## src/rtl/csa_pkg.sv

```systemverilog
package csa_pkg;

  // Four speculative outputs of one bit position
  typedef struct packed {
    logic sum0;
    logic cry0;
    logic sum1;
    logic cry1;
  } csa_cand_t;

  function automatic bit csa_is_pow2(input int unsigned w);
    return (w != 0) && ((w & (w - 1)) == 0);
  endfunction

  // Start of level k's carry slice inside the flat carry vectors.
  // Level k holds w >> k group carries.
  function automatic int unsigned csa_carry_off(input int unsigned w,
                                                input int unsigned k);
    return 2 * w - 2 * (w >> k);
  endfunction

endpackage

```

## src/rtl/csa_cell.sv

```systemverilog
module csa_cell
  import csa_pkg::*;
(
  input  logic      a_i,
  input  logic      b_i,
  output csa_cand_t cand_o
);

  logic half_w;

  always_comb begin
    half_w       = a_i ^ b_i;
    cand_o.sum0  = half_w;
    cand_o.cry0  = a_i & b_i;
    cand_o.sum1  = ~half_w;
    cand_o.cry1  = a_i | b_i;
  end

endmodule

```

## src/rtl/csa_merge.sv

```systemverilog
// One joining level: NG groups of GS bits each become NG/2 groups of 2*GS bits
module csa_merge #(
  parameter int GS = 1,
  parameter int NG = 2
) (
  input  logic [NG*GS-1:0] s0_i,
  input  logic [NG*GS-1:0] s1_i,
  input  logic [NG-1:0]    c0_i,
  input  logic [NG-1:0]    c1_i,
  output logic [NG*GS-1:0] s0_o,
  output logic [NG*GS-1:0] s1_o,
  output logic [NG/2-1:0]  c0_o,
  output logic [NG/2-1:0]  c1_o
);

  localparam int NO = NG / 2;

  for (genvar p = 0; p < NO; p++) begin : g_pair
    localparam int LO = 2 * p * GS;
    localparam int HI = (2 * p + 1) * GS;

    // lower half passes through unchanged under either assumption
    assign s0_o[LO +: GS] = s0_i[LO +: GS];
    assign s1_o[LO +: GS] = s1_i[LO +: GS];

    // lower group's carry for each assumption steers the upper group
    assign s0_o[HI +: GS] = c0_i[2*p] ? s1_i[HI +: GS] : s0_i[HI +: GS];
    assign s1_o[HI +: GS] = c1_i[2*p] ? s1_i[HI +: GS] : s0_i[HI +: GS];
    assign c0_o[p]        = c0_i[2*p] ? c1_i[2*p+1]    : c0_i[2*p+1];
    assign c1_o[p]        = c1_i[2*p] ? c1_i[2*p+1]    : c0_i[2*p+1];
  end

endmodule

```

## src/rtl/csa_select.sv

```systemverilog
module csa_select #(
  parameter int WIDTH = 4
) (
  input  logic [WIDTH-1:0] s0_i,
  input  logic [WIDTH-1:0] s1_i,
  input  logic             c0_i,
  input  logic             c1_i,
  input  logic             cin_i,
  output logic [WIDTH-1:0] sum_o,
  output logic             cout_o
);

  always_comb begin
    sum_o  = cin_i ? s1_i : s0_i;
    cout_o = cin_i ? c1_i : c0_i;
  end

endmodule

```

## src/rtl/csa_adder_top.sv

```systemverilog
module csa_adder_top
  import csa_pkg::*;
#(
  parameter int WIDTH = 4
) (
  input  logic             clk,
  input  logic             rst,
  input  logic [WIDTH-1:0] a,
  input  logic [WIDTH-1:0] b,
  input  logic             cin,
  output logic [WIDTH-1:0] sum,
  output logic             cout
);

  localparam int LEVELS = $clog2(WIDTH);
  localparam int CBITS  = 2 * WIDTH - 1;
  localparam int CTOP   = csa_carry_off(WIDTH, LEVELS);

  if (!csa_is_pow2(WIDTH)) begin : g_bad_width
    $error("csa_adder_top: WIDTH must be a power of two");
  end

  csa_cand_t        cand [WIDTH];
  logic [WIDTH-1:0] lvl_s0 [LEVELS+1];
  logic [WIDTH-1:0] lvl_s1 [LEVELS+1];
  logic [CBITS-1:0] lvl_c0;
  logic [CBITS-1:0] lvl_c1;
  logic [WIDTH-1:0] sel_sum;
  logic             sel_cout;

  // bit cells feed level 0
  for (genvar i = 0; i < WIDTH; i++) begin : g_cell
    csa_cell u_cell (
      .a_i    (a[i]),
      .b_i    (b[i]),
      .cand_o (cand[i])
    );
    assign lvl_s0[0][i] = cand[i].sum0;
    assign lvl_s1[0][i] = cand[i].sum1;
    assign lvl_c0[i]    = cand[i].cry0;
    assign lvl_c1[i]    = cand[i].cry1;
  end

  // joining tree
  for (genvar k = 0; k < LEVELS; k++) begin : g_lvl
    localparam int NG_K   = WIDTH >> k;
    localparam int OFF_IN = csa_carry_off(WIDTH, k);
    localparam int OFF_OT = csa_carry_off(WIDTH, k + 1);

    csa_merge #(
      .GS (1 << k),
      .NG (NG_K)
    ) u_merge (
      .s0_i (lvl_s0[k]),
      .s1_i (lvl_s1[k]),
      .c0_i (lvl_c0[OFF_IN +: NG_K]),
      .c1_i (lvl_c1[OFF_IN +: NG_K]),
      .s0_o (lvl_s0[k+1]),
      .s1_o (lvl_s1[k+1]),
      .c0_o (lvl_c0[OFF_OT +: NG_K/2]),
      .c1_o (lvl_c1[OFF_OT +: NG_K/2])
    );
  end

  csa_select #(
    .WIDTH (WIDTH)
  ) u_select (
    .s0_i   (lvl_s0[LEVELS]),
    .s1_i   (lvl_s1[LEVELS]),
    .c0_i   (lvl_c0[CTOP]),
    .c1_i   (lvl_c1[CTOP]),
    .cin_i  (cin),
    .sum_o  (sel_sum),
    .cout_o (sel_cout)
  );

  always_ff @(posedge clk) begin
    if (rst) begin
      sum  <= '0;
      cout <= 1'b0;
    end else begin
      sum  <= sel_sum;
      cout <= sel_cout;
    end
  end

endmodule

```

## config.mk

```make
export PLATFORM = sky130hd
export DESIGN_NAME = csa_adder_top
export DESIGN_NICKNAME = d
export VERILOG_FILES = /design/src/rtl/csa_pkg.sv /design/src/rtl/csa_cell.sv /design/src/rtl/csa_merge.sv /design/src/rtl/csa_select.sv /design/src/rtl/csa_adder_top.sv
export SDC_FILE = /design/constraint.sdc
export NUM_CORES = 1
export LEC_CHECK = 0
export ABC_CLOCK_PERIOD_IN_PS = 1800
export BUFFER_PORTS_ARGS = -buffer_cell sky130_fd_sc_hd__buf_2
export CORE_AREA = 5 5 42 44
export CTS_CLUSTER_DIAMETER = 100
export CTS_CLUSTER_SIZE = 40
export DETAILED_ROUTE_END_ITERATION = 6
export DIE_AREA = 0 0 47 49
export PLACE_DENSITY_LB_ADDON = 0.2
export SLEW_MARGIN = 0
export SYNTH_ARGS = -nofsm -noshare
export SYNTH_HDL_FRONTEND = slang
export SYNTH_SLANG_ARGS = --single-unit
```

## constraint.sdc

```tcl
create_clock -name clk -period 1.8 [get_ports clk]
set_input_delay 0.36 -clock clk [delete_from_list [all_inputs] [get_ports clk]]
set_output_delay 0.36 -clock clk [all_outputs]
set_load 0.02 [all_outputs]
```

==> results.md <==
- Run status: complete, no violations
- Starting density of the core: 26.96%
- Post-CTS sizing: 0
- Worst stage delay on the critical path: 340 ps
- Leakage power: 0.2900 nW
- Highest attainable clock frequency: 681.6 MHz
- CTS buffer count: 3
- Biggest fanout along the worst timing path: 3
- Crit path time final: 1467 ps
- Average wire per cell in the routed design: approximately 8.3 um
- Clock transition at the registers of the reported paths: 50 ps
- Worst path cell trace: buf_2 > inv_1 > ha_1 > inv_1 > mux2i_2 > mux2i_1 > mux2_1
- Leading cell types in the layout, fill and taps excluded: 15 x sky130_fd_sc_hd__buf_2, 10 x sky130_fd_sc_hd__inv_1, 8 x sky130_fd_sc_hd__ha_1
- Netlist area before placement: 377.9 um2
- Post-detailed-route DRC marker count: 0
- Clock tree root driver cell: sky130_fd_sc_hd__clkbuf_4
- Pwr Density: 712.6 nW/um2
- Placer congestion estimate: 0.6048
- Number of top-level design ports: 16
- Net count after synthesis: 62
- Crit-path slowest cell: sky130_fd_sc_hd__mux2_1
- Antenna Diode Count: 0
- Vias after detailed routing: 325
- Synthesized area per cell: slightly below 9 um2
- Pin count of the biggest net entering global routing: 9
- Max capacitance violation total: 0
- H-tree depth: 1
- Routed metal-1 wirelength: 229 um
- Post-route setup TNS: 0 ps
- Total chip power: 0.3558 mW
- Worst slew pin tran: 289.7 ps
- Setup crit start kind: input port
- Antenna violations before repair: 0
- Input/output buffers: 15
- Most numerous cell on the critical path: sky130_fd_sc_hd__inv_1
- Sequential-to-total area share from yosys stat: 26.49%
- CP Data Arrival Time: 1590 ps
- Post-CTS setup repair buffer count: 0
- TritonCTS clock tree: done
- Met3 routed WL: 61 um
- Length of the first detailed-routing pass in iterations: 1
- Max Slew Vio Count: 0
- Number of rows created at floorplan: 14
- Crit end category: register
- Type of the worst min-delay path: in2reg
- Die area: 2303 um2
- Maximum resistive drop on vdd: 0.3831 mV
- 1st-iter DRT viols: 0
- Total wirelength of the detailed-routed design: 647 um
- Number of hold-slack violations in the final timing report: 0
- Via density: 4.167
- Most frequent standard cell in the layout excluding fill and tap cells: sky130_fd_sc_hd__buf_2
- Maximum number of buffers from clock root to sink: 2
- Post-DRT Antenna Nets: 0
- Fraction of final layout cells with drive strength greater than 1: 32.26%
- Slew HR: 80.31%
- TritonCTS sink count: 5
- Floorplan core area: roughly 1400 um2
- Met2 WL post-DR: 348 um
- Overflow left after global routing: 0
- Worst setup path category: in2reg
- Required time worst endpoint: approximately 1900 ps
- Setup violations, final: 0
- YS warnings: 0
- Number of distinct library cells after synthesis: 14
- Share of the cycle needed by the critical path after routing: between 80% and 90%
- Vertical extent of the die: slightly below 50 um
- Post-synthesis instance total: 43
- Area Overhead vs Synth: 32.12%
- Post-CTS Hold Fix Bufs: 0
- Final net count: 82
- GRT Total Usage: 7.264%
- Filler Cell Count: around 160
- Setup repair after global routing missed its margin: false
- Width of the die: 47 um
- DP HPWL: about 600 um
- Number of synthesized register bits: 5
- Global-route wire length before repair: 1179 um
- Number of global-route vias before repair: 328
- Uppermost routed layer: met4
-- Yosys cell counts --
master                    number  share of area (%)
sky130_fd_sc_hd__o21ai_0       1                1.3
sky130_fd_sc_hd__nor2b_1       3                5.0
sky130_fd_sc_hd__nor2_1        6                6.0
sky130_fd_sc_hd__mux2i_1       2                5.3
sky130_fd_sc_hd__mux2_1        2                6.0
sky130_fd_sc_hd__ha_1          8                 26
sky130_fd_sc_hd__mux2_2        1                3.0
sky130_fd_sc_hd__nand2_1       1               0.99
sky130_fd_sc_hd__xnor2_1       1                2.3
sky130_fd_sc_hd__a21oi_1       1                1.3
sky130_fd_sc_hd__xor2_1        1                2.3
sky130_fd_sc_hd__mux2i_2       1                3.6
sky130_fd_sc_hd__inv_1        10                9.9
sky130_fd_sc_hd__dfxtp_1       5                 26
-- where the power goes --
part	internal [mW]	leakage [nW]	switching, mW
Clock	0.0839	0.0150	0.0465
Sequential	0.124	0.0417	0.00262
Combinational	0.0457	0.233	0.0529
-- registers in the layout, summed over array words and instances, names as in the netlist --
name,count
sum,4
cout,1
-- final cells by class --
| cell class | count | area [um2] | area share [%] |
|---|---|---|---|
| sequential | 5 | 100.1 | 20.05 |
| clock buffer | 4 | 26.28 | 5.263 |
| multi-input combinational | 28 | 240.2 | 48.12 |
| timing repair buffer | 15 | 75.07 | 15.04 |
| inverter | 10 | 37.54 | 7.519 |
| tap | 16 | 20.02 | 4.010 |
-- critical path, delay by kind of cell --
kind	cells	cell delay, ps
fa+ha+maj	1	130
buf+inv	3	190
mux	3	900
-- cell families (layout without fill, tap and decap cells) --
logic type / after synthesis / in the layout / synth area share [%]
AOI/OAI and AO/OA: 2 / 2 / 2.646
buffers and inverters: 10 / 29 / 9.935
muxes: 6 / 6 / 17.88
adders and majority gates: 8 / 8 / 26.49
and+or+nand+nor: 10 / 10 / 11.92
DFF: 5 / 5 / 26.49
xor gates and xnor gates: 2 / 2 / 4.637
-- path summary, 6_finish.rpt --
check,from,endpoint,slack [ps],cells after the start
min,rst,sum[1]$_SDFF_PP0_,380,2
max,a[0],sum[3]$_SDFF_PP0_,330,7
-- per-layer routing --
layer  GRT usage (%)  vias up
met5               0        -
li1                -      169
met4           4.147        0
met3           4.797        2
met2           11.54       10
met1           6.623      144
-- per-stage QoR --
| stage | util (%) | hold WS [ps] | area (um2) | cells | worst slack [ps] |
|---|---|---|---|---|---|
| final | 35.63 | 378.0 | 499.2 | 78 | 332.8 |
| after global routing | 35.63 | 407.6 | 499.2 | 78 | 238.3 |
| after CTS | 35.63 | 382.7 | 499.2 | 78 | 323.5 |
| after detailed placement | 33.75 | 639.7 | 473.0 | 74 | 67.94 |
| after global placement | 33.75 | 637.0 | 473.0 | 74 | 64.04 |
| after floorplan | - | 432.4 | 377.9 | 43 | 275.9 |
Power figures use the tool's default switching activity.
